`src/rtl/ssp_pkg.sv`:
```
package ssp_pkg;
    localparam int unsigned ADDR_W = 5;
    localparam int unsigned WM_W   = 3;

    localparam logic [ADDR_W-1:0] OFF_CTRL = 5'h00;
    localparam logic [ADDR_W-1:0] OFF_STAT = 5'h04;
    localparam logic [ADDR_W-1:0] OFF_ERR  = 5'h08;
    localparam logic [ADDR_W-1:0] OFF_DIV  = 5'h0C;
    localparam logic [ADDR_W-1:0] OFF_TXD  = 5'h10;
    localparam logic [ADDR_W-1:0] OFF_RXD  = 5'h14;

    typedef struct packed {
        logic            codec_rst;
        logic [WM_W-1:0] rx_wm;
        logic [WM_W-1:0] tx_wm;
        logic            rx_ie;
        logic            rx_en;
        logic            tx_ie;
        logic            tx_en;
    } ctrl_t;
endpackage

```
`src/rtl/ssp_fifo.sv`:
```
module ssp_fifo #(
    parameter int W     = 32,
    parameter int DEPTH = 8
) (
    input  logic                         clk,
    input  logic                         rst_n,
    input  logic                         flush,
    input  logic                         push,
    input  logic [W-1:0]                 wdata,
    input  logic                         pop,
    output logic [W-1:0]                 rdata,
    output logic [$clog2(DEPTH+1)-1:0]   count,
    output logic                         full,
    output logic                         empty
);
    localparam int PTR_W = $clog2(DEPTH);
    localparam int CNT_W = $clog2(DEPTH + 1);

    typedef struct packed {
        logic [PTR_W-1:0] wp;
        logic [PTR_W-1:0] rp;
        logic [CNT_W-1:0] cnt;
    } fifo_st_t;

    fifo_st_t s_d, s_q;
    logic [W-1:0] mem [DEPTH];
    logic do_push, do_pop;

    assign full    = (s_q.cnt == CNT_W'(DEPTH));
    assign empty   = (s_q.cnt == '0);
    assign count   = s_q.cnt;
    assign rdata   = mem[s_q.rp];
    assign do_push = push && !full;
    assign do_pop  = pop && !empty;

    always_comb begin
        s_d = s_q;
        if (flush) begin
            s_d = '0;
        end else begin
            if (do_push) s_d.wp = (s_q.wp == PTR_W'(DEPTH-1)) ? '0 : s_q.wp + 1'b1;
            if (do_pop)  s_d.rp = (s_q.rp == PTR_W'(DEPTH-1)) ? '0 : s_q.rp + 1'b1;
            case ({do_push, do_pop})
                2'b10:   s_d.cnt = s_q.cnt + 1'b1;
                2'b01:   s_d.cnt = s_q.cnt - 1'b1;
                default: s_d.cnt = s_q.cnt;
            endcase
        end
    end

    always_ff @(posedge clk or negedge rst_n) begin
        if (!rst_n) s_q <= '0;
        else        s_q <= s_d;
    end

    always_ff @(posedge clk) begin
        if (do_push && !flush) mem[s_q.wp] <= wdata;
    end


    fifo_bound_chk: assert property (@(posedge clk) disable iff (!rst_n)
        s_q.cnt <= CNT_W'(DEPTH));

    full_hold_chk: assert property (@(posedge clk) disable iff (!rst_n)
        (full && push && !pop && !flush) |=> full);
endmodule

```
`src/rtl/ssp_clkgen.sv`:
```
module ssp_clkgen #(
    parameter int DIV_W  = 10,
    parameter int SLOT_W = 5
) (
    input  logic              clk,
    input  logic              rst_n,
    input  logic              run,
    input  logic [DIV_W-1:0]  div,
    output logic              bclk,
    output logic              lrclk,
    output logic [SLOT_W-1:0] slot,
    output logic              rise,
    output logic              fall
);
    localparam int HALF_W = DIV_W - SLOT_W - 1;

    typedef struct packed {
        logic [HALF_W-1:0] hc;
        logic              bclk;
        logic [SLOT_W-1:0] slot;
    } cg_st_t;

    cg_st_t s_d, s_q;
    logic [HALF_W-1:0] half;
    logic tick;
    logic unused_div;

    assign unused_div = ^div[SLOT_W:0];
    assign half  = (div[DIV_W-1:SLOT_W+1] == '0) ? HALF_W'(1) : div[DIV_W-1:SLOT_W+1];
    assign tick  = run && (s_q.hc == half - 1'b1);
    assign rise  = tick && !s_q.bclk;
    assign fall  = tick && s_q.bclk;
    assign bclk  = s_q.bclk;
    assign slot  = s_q.slot;
    assign lrclk = s_q.slot[SLOT_W-1];

    always_comb begin
        s_d = s_q;
        if (!run) begin
            s_d = '0;
        end else if (tick) begin
            s_d.hc   = '0;
            s_d.bclk = !s_q.bclk;
            if (s_q.bclk) s_d.slot = s_q.slot + 1'b1;
        end else begin
            s_d.hc = s_q.hc + 1'b1;
        end
    end

    always_ff @(posedge clk or negedge rst_n) begin
        if (!rst_n) s_q <= '0;
        else        s_q <= s_d;
    end


    lr_on_fall_chk: assert property (@(posedge clk) disable iff (!rst_n)
        (run && $past(run) && (lrclk != $past(lrclk))) |-> $past(fall));

    bclk_idle_chk: assert property (@(posedge clk) disable iff (!rst_n)
        !run |=> !bclk);
endmodule

```
`src/rtl/ssp_tx.sv`:
```
module ssp_tx #(
    parameter int W      = 32,
    parameter int SLOT_W = 5
) (
    input  logic              clk,
    input  logic              rst_n,
    input  logic              run,
    input  logic              tx_en,
    input  logic              fall,
    input  logic [SLOT_W-1:0] slot,
    input  logic              fifo_empty,
    input  logic [W-1:0]      fifo_data,
    output logic              pop,
    output logic              underrun,
    output logic              sd
);
    typedef struct packed {
        logic [W-1:0] sh;
    } tx_st_t;

    tx_st_t s_d, s_q;
    logic load;

    assign load     = fall && (slot == '0);
    assign pop      = load && tx_en && !fifo_empty;
    assign underrun = load && tx_en && fifo_empty;
    assign sd       = s_q.sh[W-1];

    always_comb begin
        s_d = s_q;
        if (!run)      s_d.sh = '0;
        else if (load) s_d.sh = pop ? fifo_data : '0;
        else if (fall) s_d.sh = {s_q.sh[W-2:0], 1'b0};
    end

    always_ff @(posedge clk or negedge rst_n) begin
        if (!rst_n) s_q <= '0;
        else        s_q <= s_d;
    end


    zero_frame_chk: assert property (@(posedge clk) disable iff (!rst_n)
        underrun |=> !sd);
endmodule

```
`src/rtl/ssp_rx.sv`:
```
module ssp_rx #(
    parameter int W      = 32,
    parameter int SLOT_W = 5
) (
    input  logic              clk,
    input  logic              rst_n,
    input  logic              run,
    input  logic              rx_en,
    input  logic              rise,
    input  logic [SLOT_W-1:0] slot,
    input  logic              sd,
    output logic              push,
    output logic [W-1:0]      word
);
    typedef struct packed {
        logic [W-1:0] sh;
        logic         armed;
    } rx_st_t;

    rx_st_t s_d, s_q;
    logic active;
    logic unused_msb;

    assign active     = run && rx_en;
    assign push       = active && rise && s_q.armed && (slot == '0);
    assign word       = {s_q.sh[W-2:0], sd};
    assign unused_msb = s_q.sh[W-1];

    always_comb begin
        s_d = s_q;
        if (!active) begin
            s_d = '0;
        end else if (rise) begin
            s_d.sh = {s_q.sh[W-2:0], sd};
            if (slot == SLOT_W'(1)) s_d.armed = 1'b1;
        end
    end

    always_ff @(posedge clk or negedge rst_n) begin
        if (!rst_n) s_q <= '0;
        else        s_q <= s_d;
    end
endmodule

```
`src/rtl/stereo_serial_port.sv`:
```
module stereo_serial_port
    import ssp_pkg::*;
#(
    parameter int FIFO_DEPTH = 8,
    parameter int DIV_W      = 10
) (
    input  logic              clk,
    input  logic              rst_n,
    input  logic              bus_en,
    input  logic              bus_we,
    input  logic [ADDR_W-1:0] bus_addr,
    input  logic [31:0]       bus_wdata,
    output logic [31:0]       bus_rdata,
    input  logic              sd_in,
    output logic              sd_out,
    output logic              bclk,
    output logic              lrclk,
    output logic              irq,
    output logic              codec_rst
);
    localparam int W      = 32;
    localparam int SLOT_W = 5;
    localparam int CNT_W  = $clog2(FIFO_DEPTH + 1);
    localparam logic [DIV_W-1:0] DIV_RST = DIV_W'(10'h080);

    typedef struct packed {
        ctrl_t            ctrl;
        logic [1:0]       err;
        logic [DIV_W-1:0] div;
    } top_st_t;

    top_st_t s_d, s_q;

    logic wr, rd, flush, tx_push, rx_pop;
    logic tx_full, tx_empty, rx_full, rx_empty;
    logic [CNT_W-1:0] tx_cnt, rx_cnt, tx_free, rx_free;
    logic [W-1:0] tx_head, rx_head, rx_word;
    logic tx_pop, tx_under, rx_push, run, rise, fall;
    logic [SLOT_W-1:0] slot;
    logic tx_alert, rx_alert;
    logic [5:0] status;

    assign wr      = bus_en && bus_we;
    assign rd      = bus_en && !bus_we;
    assign flush   = wr && (bus_addr == OFF_CTRL) && bus_wdata[16];
    assign tx_push = wr && (bus_addr == OFF_TXD);
    assign rx_pop  = rd && (bus_addr == OFF_RXD);
    assign run     = s_q.ctrl.tx_en || s_q.ctrl.rx_en;

    ssp_fifo #(.W(W), .DEPTH(FIFO_DEPTH)) i_txq (
        .clk, .rst_n, .flush, .push(tx_push), .wdata(bus_wdata), .pop(tx_pop),
        .rdata(tx_head), .count(tx_cnt), .full(tx_full), .empty(tx_empty));

    ssp_fifo #(.W(W), .DEPTH(FIFO_DEPTH)) i_rxq (
        .clk, .rst_n, .flush, .push(rx_push), .wdata(rx_word), .pop(rx_pop),
        .rdata(rx_head), .count(rx_cnt), .full(rx_full), .empty(rx_empty));

    ssp_clkgen #(.DIV_W(DIV_W), .SLOT_W(SLOT_W)) i_clk (
        .clk, .rst_n, .run, .div(s_q.div), .bclk, .lrclk, .slot, .rise, .fall);

    ssp_tx #(.W(W), .SLOT_W(SLOT_W)) i_tx (
        .clk, .rst_n, .run, .tx_en(s_q.ctrl.tx_en), .fall, .slot,
        .fifo_empty(tx_empty), .fifo_data(tx_head), .pop(tx_pop),
        .underrun(tx_under), .sd(sd_out));

    ssp_rx #(.W(W), .SLOT_W(SLOT_W)) i_rx (
        .clk, .rst_n, .run, .rx_en(s_q.ctrl.rx_en), .rise, .slot, .sd(sd_in),
        .push(rx_push), .word(rx_word));

    assign tx_free  = CNT_W'(FIFO_DEPTH) - tx_cnt;
    assign rx_free  = CNT_W'(FIFO_DEPTH) - rx_cnt;
    assign tx_alert = tx_free > CNT_W'(s_q.ctrl.tx_wm);
    assign rx_alert = rx_free < CNT_W'(s_q.ctrl.rx_wm);
    assign status   = {rx_full, rx_empty, tx_full, tx_empty, rx_alert, tx_alert};
    assign irq      = (tx_alert && s_q.ctrl.tx_ie) || (rx_alert && s_q.ctrl.rx_ie);
    assign codec_rst = s_q.ctrl.codec_rst;

    always_comb begin
        s_d = s_q;
        if (wr && (bus_addr == OFF_CTRL)) begin
            s_d.ctrl.tx_en     = bus_wdata[0];
            s_d.ctrl.tx_ie     = bus_wdata[1];
            s_d.ctrl.rx_en     = bus_wdata[2];
            s_d.ctrl.rx_ie     = bus_wdata[3];
            s_d.ctrl.tx_wm     = bus_wdata[10:8];
            s_d.ctrl.rx_wm     = bus_wdata[14:12];
            s_d.ctrl.codec_rst = bus_wdata[17];
        end
        if (wr && (bus_addr == OFF_DIV)) s_d.div = bus_wdata[DIV_W-1:0];
        if (wr && (bus_addr == OFF_ERR)) s_d.err = s_q.err & ~bus_wdata[1:0];
        if ((tx_push && tx_full) || tx_under) s_d.err[0] = 1'b1;
        if (rx_push && rx_full)               s_d.err[1] = 1'b1;
    end

    always_ff @(posedge clk or negedge rst_n) begin
        if (!rst_n) begin
            s_q          <= '0;
            s_q.ctrl.tx_wm <= WM_W'(2);
            s_q.ctrl.rx_wm <= WM_W'(2);
            s_q.div      <= DIV_RST;
        end else begin
            s_q <= s_d;
        end
    end

    always_comb begin
        bus_rdata = '0;
        case (bus_addr)
            OFF_CTRL: bus_rdata = 32'({s_q.ctrl.codec_rst, 2'b00, s_q.ctrl.rx_wm, 1'b0,
                                       s_q.ctrl.tx_wm, 4'b0000, s_q.ctrl.rx_ie,
                                       s_q.ctrl.rx_en, s_q.ctrl.tx_ie, s_q.ctrl.tx_en});
            OFF_STAT: bus_rdata = 32'(status);
            OFF_ERR:  bus_rdata = 32'(s_q.err);
            OFF_DIV:  bus_rdata = 32'(s_q.div);
            OFF_RXD:  bus_rdata = rx_empty ? '0 : rx_head;
            default:  bus_rdata = '0;
        endcase
    end


    err_sticky_chk: assert property (@(posedge clk) disable iff (!rst_n)
        ($past(s_q.err[0]) && !$past(wr && (bus_addr == OFF_ERR) && bus_wdata[0]))
        |-> s_q.err[0]);

    codec_pin_chk: assert property (@(posedge clk) disable iff (!rst_n)
        $past(wr && (bus_addr == OFF_CTRL)) |-> (codec_rst == $past(bus_wdata[17])));

    irq_off_chk: assert property (@(posedge clk) disable iff (!rst_n)
        (!s_q.ctrl.tx_ie && !s_q.ctrl.rx_ie) |-> !irq);
endmodule

```
`config.mk`:
```
export PLATFORM = sky130hd
export DESIGN_NAME = stereo_serial_port
export DESIGN_NICKNAME = d
export VERILOG_FILES = /design/src/rtl/ssp_pkg.sv /design/src/rtl/ssp_fifo.sv /design/src/rtl/ssp_clkgen.sv /design/src/rtl/ssp_tx.sv /design/src/rtl/ssp_rx.sv /design/src/rtl/stereo_serial_port.sv
export SDC_FILE = /design/constraint.sdc
export NUM_CORES = 1
export LEC_CHECK = 0
export ABC_AREA = 1
export BUFFER_PORTS_ARGS = -buffer_cell sky130_fd_sc_hd__buf_2
export CAP_MARGIN = 20
export CORE_UTILIZATION = 55
export CTS_BUF_LIST = sky130_fd_sc_hd__clkbuf_16
export CTS_CLUSTER_DIAMETER = 120
export DETAILED_ROUTE_END_ITERATION = 7
export GPL_TIMING_DRIVEN = 0
export PLACE_DENSITY = 0.81
export SLEW_MARGIN = 20
export SYNTH_ARGS = -nofsm -noshare
export SYNTH_HDL_FRONTEND = slang
export SYNTH_SLANG_ARGS = --single-unit
```
`constraint.sdc`:
```
create_clock -name clk -period 4.1 [get_ports clk]
set_clock_uncertainty 0.15 [all_clocks]
set_input_delay 0.82 -clock clk [delete_from_list [all_inputs] [get_ports clk]]
set_output_delay 0.82 -clock clk [all_outputs]
set_load 0.1 [all_outputs]
```
Word-level counts from Yosys, hierarchy flattened
Memories as Yosys holds them, arrays and structs flattened.
Index checks and enable logic that the tools add are counted.
{"block": "totals", "ff_bits": 117, "ram_bits": 512, "out_inout_bits": 37, "n_memories": 2}
{"memory": "i_rxq.mem", "depth": 8, "word_bits": 32, "read_ports": 1, "rd_ports_with_merged_regs": 0, "write_ports": 1, "line": "ssp_fifo.sv:26", "text": "logic [W-1:0] mem [DEPTH];"}
{"memory": "i_txq.mem", "depth": 8, "word_bits": 32, "read_ports": 1, "rd_ports_with_merged_regs": 0, "write_ports": 1, "line": "ssp_fifo.sv:26"}
{"block": "op_classes", "addsub": 13, "order_cmp": 2, "eq_ne": 22, "mux": 33, "bitwise": 2, "n_reduce_logical": 54}
{"op": "32-bit two-way mux", "count": 7}
{"op": "32-bit case mux with 5 select lines", "count": 1}
{"op": "10-bit two-way mux", "count": 3}
{"op": "1-bit logical AND", "count": 29}
{"op": "3-bit two-way mux", "count": 8}
{"op": "4-bit case mux with 2 select lines", "count": 2}
{"op": "3-bit by 1-bit adder with 3-bit output, second input constant", "count": 4}
{"op": "4-bit by 1-bit adder with 4-bit output, second input constant", "count": 3}
{"op": "3-bit equality test, second input constant", "count": 4}
{"op": "4-bit zero test", "count": 3}
{"op": "2-bit nonzero test", "count": 6}
{"op": "4-bit by 1-bit subtractor with 4-bit output, second input constant", "count": 3}
{"op": "5-bit by 4-bit equality test with 1-bit output, second input constant", "count": 2}
{"op": "5-bit equality test, second input constant", "count": 2}
{"op": "5-bit zero test", "count": 2}
{"op": "4-bit equality test, second input constant", "count": 2}
{"op": "4-bit two-way mux", "count": 2}
{"op": "4-bit subtractor, first input constant", "count": 2}
{"op": "1-bit zero test", "count": 7}
{"op": "1-bit two-way mux", "count": 7}
{"op": "6-bit two-way mux", "count": 1}
{"op": "2-bit != test, second input constant", "count": 3}
{"op": "3-bit nonzero test", "count": 2}
{"op": "5-bit by 1-bit adder with 5-bit output, second input constant", "count": 1}
{"op": "15 further kinds", "count": 20}

Depth between registers and ports, before layout
Gate-level depths: netlist of the first run.
{"block": "depth", "ltp_word": 13, "mapped_depth": 24, "ltp_nobuf": 24}

By module
From an unflattened synthesis of the first run, not the netlist that was laid out.
{"block": "hier_totals", "cells_unflattened": 2422, "hier_area_um2": 26938.3}
{"mod": "ssp_fifo at i_rxq", "instances": 1, "cells_per_inst": 820, "area_per_inst_um2": 10578.9}
{"mod": "ssp_fifo at i_txq", "instances": 1, "cells_per_inst": 819, "area_per_inst_um2": 10553.9}
{"mod": "stereo_serial_port", "instances": 1, "cells_per_inst": 255, "area_per_inst_um2": 1764.2}
{"mod": "ssp_tx", "instances": 1, "cells_per_inst": 250, "area_per_inst_um2": 1720.4}
{"mod": "ssp_rx", "instances": 1, "cells_per_inst": 182, "area_per_inst_um2": 1611.5}
{"mod": "ssp_clkgen", "instances": 1, "cells_per_inst": 96, "area_per_inst_um2": 709.4}

Worst setup path after synthesis of the first run
OpenSTA, ideal clock, no wires.
{"block": "synth_path", "path_kind": "register to output", "from": "reg i_rxq.s_q (netlist bit i_rxq.count[0])", "to": "out bus_rdata[1]", "arrival_ps": 4768, "setup_slack_ps": -1638, "stages_incl_launch_ff": 9, "n_path_buf": 0, "path_cell_list": "dfrtp_1 inv_1 ha_1 ha_1 o21ai_0 nand2_1 nand2_1 o211ai_1 o311ai_0"}
{"block": "synth_via", "elab_chain_cells": 3, "word_cells_on_any_way": 5, "classes_between": "1 x add/sub; 1 x order compare; 2 x mux; 1 x reduce/logical"}
{"element": "start, declared", "line": "ssp_fifo.sv:25", "text": "fifo_st_t s_d, s_q;"}
{"element": "start signal, assigned", "line": "ssp_fifo.sv:52", "text": "if (!rst_n) s_q <= '0;"}
{"element": "start signal, assigned", "line": "ssp_fifo.sv:53", "text": "else s_q <= s_d;"}
{"element": "4-bit subtractor or 4-bit zero test (tied branches)", "line": "stereo_serial_port.sv:71, ssp_fifo.sv:30"}
{"element": "4-bit by 3-bit less-than comparator with 1-bit output or 32-bit two-way mux (tied branches)", "line": "stereo_serial_port.sv:73, stereo_serial_port.sv:115"}
{"element": "32-bit case mux with 5 select lines *", "line": "stereo_serial_port.sv:108", "text": "case (bus_addr)"}
{"element": "end, declared", "line": "stereo_serial_port.sv:13", "text": "output logic [31:0] bus_rdata,"}
Every way passes the cells marked *; elsewhere a longest branch is shown, timed or not.

Worst setup path after layout of the first run
{"block": "layout_path", "from": "reg i_rxq.s_q[6] in the netlist's numbering", "to": "out bus_rdata[4]"}
{"block": "layout_via", "elab_chain_cells": 3}
{"element": "memory read 8 x 32 bit"}
{"element": "32-bit two-way mux", "line": "stereo_serial_port.sv:115", "text": "OFF_RXD: bus_rdata = rx_empty ? '0 : rx_head;"}
{"element": "32-bit case mux with 5 select lines", "line": "stereo_serial_port.sv:108"}
No other way between the ends.

==> flow_summary.toml, run 1 <==
[die]
dieArea_um2 = 47620
start_util_pct = 56.17
ios = 79
die_h_um = 218.2
fp.coreArea_um2 = 45770
die_w_um = 218.2
row_count = 78

[place]
dp_hpwl_um = 45840
place_area_um2 = 27650
gp_routability_congestion = 0.8761
pre_cts_ws_ps = -326.8
port_buffers = 78

[power_and_ir_drop]
cellLeakagePower_nw = 11.08
peakVddDrop_mv = 0.6460
power_density_nw_per_um2 = 560.8

[setup_path]
crit_type = "register to output port"
required_ps = 3130
cpMaxStageDelayCell = "clkbuf_1"
regToRegSetupSlack_ps = 110
critPathMaxFanout = 10
crit_top_cell = "nand3_1"
arrival_ps = 3160
path_cells = "clkinv_1 > clkbuf_1 > o221ai_1 > nand3_1 > nand3_1 > clkbuf_4"
critPathLaunchType = "register"
slowest_delay_ps = 780
rr_startpoint = "s_q[7]"
cp-end-kind = "output port"
reg2reg_depth = 15
r2r-end = "i_rxq.mem[5][23]"

[yosys]
synth_top_area_share_pct = 59.80
ys_seq_area_share_pct = 71.20
synth.most_common_cell = "edfxtp_1"
synth_seq_cells = 629
synth_area_leader_cell = "edfxtp_1"
avgSynthCellArea_um2 = 11.86
synth_flop_cell = "edfxtp_1"
synthArstFlopShare_pct = 18.60
synth_edf_count = 512
synth_cells = 2168
syn_area_um2 = 25710
synth_area_leaders = "edfxtp_1 60%, dfrtp_1 11%, nand2_1 5.3%, nor2_1 3.9%, o21ai_0 3.7%"
yosysWarnings = 0
netlist-cell-type-count = 42
ys_top_cells_by_count = "512 x edfxtp_1, 364 x nand2_1, 265 x nor2_1"
syn-num-nets = 2236

[grt]
grt_pass1_wl_um = 105300
grt_pass1_vias = 18380
grt_max_degree = 64
grt_use_total_pct = 29.62
globalRouteOverflowTotal = 0
antenna_found_initial = 6

[clock_network]
clkTransAtPathRegs_ps = 70
holdBufCountCts = 0
htreeDepth = 2
clk_latency_ps = 630
cts_buffer_depth = 3
tritoncts = "yes"
clock-sinks = 629
cts_made_buffers = 60
root_buffer = "clkbuf_16"

[drt]
routed_wl_um = 71570
drt_first_pass_iters = 8
ant_nets = 0
drc_errors = 0
wl_per_cell_um = 23.79
vias_per_cell = 6.291
vias = 18923
drtIter0Drc = 2612

[sta]
slew_headroom_pct = 34.29
setup_violations = 2
fmax_ghz = 0.2423
timing.final.crit_share_pct = 100.7
drv_slew = 0
hold_violations = 0
finalCriticalPeriod_ps = 4127
worst_pin_slew_ps = 985.6
rsz0062_at_grt = "true"
layout_setup_ws_ps = -27.44

[outcome]
violations = "negative setup slack"
status = "finished with violations"

[cells_and_area]
final_util_pct = 65.14
syn_to_final_growth_pct = 15.97
finalInstanceArea_um2 = 29820
drive_gt1_share_pct = 12.65
fin_nets = 2422

[min_path]
hold_path_class = "primary input to asynchronous set/reset pin"

[flow_run]
maxCapViolations = 0
routing by layer:
metal / share of wire [%] / routed length, µm / GRT usage (%)
met2: 47 / 33480 / 47.07
met3: 13 / 9262 / 5.344
met1: 36 / 25620 / 39.91
met5: 0.018 / 13 / 0
met4: 4.5 / 3197 / 13.59
placed cells by master (no fill, tap or decap), types with 9 or more instances in the layout:
master     synthesis  final
edfxtp_1         512    512
nand2_1          364    364
nor2_1           265    257
o21ai_0          188    184
inv_1            131    147
dfrtp_1          114    113
a21oi_1          107    107
o22ai_1           85     85
clkbuf_1          95     72
buf_2             14     64
o31ai_1           63     63
clkbuf_16          0     62
nand3_1           47     47
buf_4              0     41
o21ai_1           25     28
o221ai_1          24     24
ha_1              24     24
clkbuf_2           0     21
clkinv_1           2     20
a31oi_2            0     17
buf_16             0     12
buf_1             13     11
o211ai_1          10     10
xor2_1             9      9
buf_6              0      9
logic make-up after synthesis:
family	after synthesis	share of synthesized area, %
AND/OR/NAND/NOR	707	10.98
multiplexers	5	0.2190
flip-flops	629	71.20
AO/OA/AOI/OAI	529	12.01
adder cells (fa/ha/maj)	26	1.324
XOR/XNOR	12	0.4088
buffers and inverters	260	3.864
registers in the layout, summed over array words and instances, names as in the netlist:
| name | count |
|---|---|
| i_txq.s_q | 6 |
| s_q | 22 |
| i_clk.bclk | 1 |
| i_clk.s_q | 4 |
| i_rxq.s_q | 6 |
| i_clk.slot | 5 |
| i_txq.mem | 256 |
| i_txq.count | 4 |
| i_rxq.count | 4 |
| i_rxq.mem | 256 |
| i_rx.word | 31 |
| i_rx.s_q | 1 |
| codec_rst | 1 |
| i_tx.s_q | 32 |
per-stage QoR:
stage | total power, mW | setup TNS, ps | hold slack [ps] | cells
after detailed placement | 11.24 | -5012 | 337.0 | 2882
final | 16.72 | -32.04 | 46.54 | 3008
after CTS | 16.56 | 0 | 47.49 | 2993
after global routing | 17.24 | -378.5 | 78.05 | 3007
after floorplan | 9.895 | -65830 | 303.0 | 2168
after global placement | 11.01 | -909700 | 327.1 | 2846
layout make-up:
class	instances	area, µm²
diodes	5	12.51
repair buffers	125	1172
multi-input cells	1279	6654
clock buffers	62	1551
clock inverters	49	345.3
inverters	138	518.0
fillers	3098	15960
plain buffers	121	504.2
well taps	600	750.7
flip-flops and latches	629	18310
critical path, delay by kind of cell (launching register included):
kind / cells / cell delay (ps)
buf+inv: 3 / 1330
flops: 1 / 430
simple gates: 2 / 400
compound gates: 1 / 370
worst max path at each step:
stage | from | to | slack, ps | cells after the start
after floorplan | bus_addr[1] | bus_rdata[10] | -410 | 5
after global placement | bus_addr[1] | i_txq.mem[0][15] | -2850 | 8
after detailed placement | bus_addr[1] | bus_rdata[22] | -330 | 8
after CTS | i_rxq.count[0] | bus_rdata[30] | 9 | 9
after global routing | i_rxq.s_q[4] | bus_rdata[20] | -70 | 8
final | i_rxq.s_q[6] | bus_rdata[4] | -30 | 6
what timing repair did:
| item | in CTS | in global routing |
|---|---|---|
| resized for setup | 43 | 26 |
| setup buffers | 0 | 11 |
| pin swaps | 0 | 7 |
| endpoints found under the setup margin | 32 | 93 |
power breakdown:
group / total, mW / internal (mW) / switching [mW] / leakage, nW
combinational: 4.08 / 1.08 / 3.01 / 3.90
clock: 5.38 / 3.03 / 2.35 / 0.992
sequential: 7.26 / 7.06 / 0.201 / 6.19
total: 16.7 / 11.2 / 5.55 / 11.1
No activity file was read; power rests on OpenSTA's default activity.
==> run 2, diff against run 1 <==
--- a/config.mk
+++ b/config.mk
@@ -14,6 +14,7 @@
 export DETAILED_ROUTE_END_ITERATION = 7
 export GPL_TIMING_DRIVEN = 0
 export PLACE_DENSITY = 0.81
+export SETUP_SLACK_MARGIN = 0.02
 export SLEW_MARGIN = 20
 export SYNTH_ARGS = -nofsm -noshare
 export SYNTH_HDL_FRONTEND = slang
==> flow_summary.toml, run 2 (synthesized netlist as in run 1, its figures left out) <==
[outcome]
status = "complete, no violations"

[grt]
grt_use_total_pct = 29.63
globalRouteOverflowTotal = 0
grt_pass1_vias = 18379
antenna_found_initial = 6
grt_max_degree = 64
grt_pass1_wl_um = 105300

[setup_path]
slowest_delay_ps = 430
reg2reg_depth = 15
crit_top_cell = "clkbuf_2"
path_cells = "inv_1 > buf_2 > clkbuf_2 > clkbuf_2 > nor2_1 > o221ai_1 > nand3_1 > o21ai_0 > buf_4"
r2r-end = "i_rxq.mem[4][29]"
arrival_ps = 3100
required_ps = 3130
cpMaxStageDelayCell = "dfrtp_1"
path_buf_inv = 5
crit_family = "buffers and inverters"
critPathMaxFanout = 10
rr_startpoint = "s_q[7]"
crit_type = "register to output port"
regToRegSetupSlack_ps = 180
cp-end-kind = "output port"
critPathLaunchType = "register"

[sta]
layout_setup_ws_ps = 28.39
setup_violations = 0
timing.final.crit_share_pct = 99.31
worst_pin_slew_ps = 832.4
rsz0062_at_grt = "true"
slew_headroom_pct = 44.51
finalCriticalPeriod_ps = 4072
tns_ps = 0
drv_slew = 0
fmax_ghz = 0.2456
hold_violations = 0

[drt]
vias = 18988
ant_nets = 0
drtIter0Drc = 2649
highest_layer = "met5"
vias_per_cell = 6.306
wl_per_cell_um = 23.76
wirelength_met1_um = 25410
drc_errors = 0
drt_first_pass_iters = 6
routed_wl_um = 71550
met3_length_um = 9399
met2_length_um = 33760

[cells_and_area]
final_util_pct = 65.21
drive_gt1_share_pct = 12.88
fin_cells = 3011
syn_to_final_growth_pct = 16.09
top_regs = "i_rxq.mem: 256 flops, i_txq.mem: 256 flops, i_tx.s_q: 32 flops"
layout_commonest_cell = "edfxtp_1"
fin_nets = 2426
layout_common_cells = "512 x edfxtp_1, 364 x nand2_1, 256 x nor2_1"

[die]
die_h_um = 218.2
dieArea_um2 = 47620
row_count = 78
ios = 79
start_util_pct = 56.17
die_w_um = 218.2
fp.coreArea_um2 = 45770

[clock_network]
cts_made_buffers = 60
holdBufCountCts = 0
htreeDepth = 2
root_buffer = "clkbuf_16"
clkTransAtPathRegs_ps = 70
clk_latency_ps = 630
clock-sinks = 629
tritoncts = "yes"
cts_buffer_depth = 3

[flow_run]
maxCapViolations = 0

[place]
gp_routability_congestion = 0.8761
port_buffers = 78
place_inst = 2882
pre_cts_ws_ps = -326.8
dp_hpwl_um = 45840

[min_path]
hold_path_class = "primary input to asynchronous set/reset pin"

[power_and_ir_drop]
peakVddDrop_mv = 0.6456
power_density_nw_per_um2 = 560.2
power_mw = 16.72
cellLeakagePower_nw = 11.11
==> run 2: cell count changes in the layout (fill, tap and decap cells not counted), sizes merged <==
cell    change
buf         +6
clkbuf      -2
diode       -1
==> run 2: repair_timing <==
| item | in CTS | in global routing |
|---|---|---|
| buffers inserted | 0 | 14 |
| resized for setup | 41 | 31 |
| endpoints found under the setup margin | 32 | 120 |
| pin swaps | 0 | 8 |
==> run 2: per-stage QoR <==
| stage | area (µm²) | hold slack (ps) |
|---|---|---|
| 3_5_place_dp | 27650 | 337.0 |
| 3_3_place_gp | 26980 | 327.1 |
| 5_1_grt | 29850 | 79.04 |
| 4_1_cts | 29630 | 47.49 |
| 2_1_floorplan | 25840 | 303.0 |
| 6_report | 29850 | 48.78 |
==> run 2: area by class of cell <==
cell class	instances	area (µm²)
Fill cell	3078	15920
Multi-Input combinational cell	1279	6656
Sequential cell	629	18310
Timing Repair Buffer	128	1195
Tap cell	600	750.7
Clock buffer	62	1551
Inverter	138	518.0
Clock inverter	49	345.3
Buffer	122	513.0
Antenna cell	4	10.01
==> run 2: how the worst max path moves through the flow <==
| stage | from | endpoint | slack, ps | cells after the start |
|---|---|---|---|---|
| global placement | bus_addr[1] | i_txq.mem[0][15] | -2850 | 8 |
| floorplan | bus_addr[1] | bus_rdata[10] | -410 | 5 |
| detailed placement | bus_addr[1] | bus_rdata[22] | -330 | 8 |
| finish | i_rxq.s_q[4] | bus_rdata[10] | 30 | 9 |
| global route | s_q[7] | i_rxq.mem[4][15] | -9 | 15 |
| CTS | i_rxq.count[0] | bus_rdata[11] | 2 | 9 |
==> run 2: power by group <==
group          switching, mW  internal, mW  total (mW)
Clock                   2.34          3.03        5.37
Combinational           3.01          1.08        4.09
Sequential             0.206          7.06        7.26
Total                   5.55          11.2        16.7
==> run 2: per-layer routing <==
metal | vias up | GRT usage [%]
met5 | - | 0
met2 | 1533 | 47.12
li1 | 8119 | -
met1 | 9116 | 39.84
met3 | 218 | 5.498
met4 | 2 | 13.52
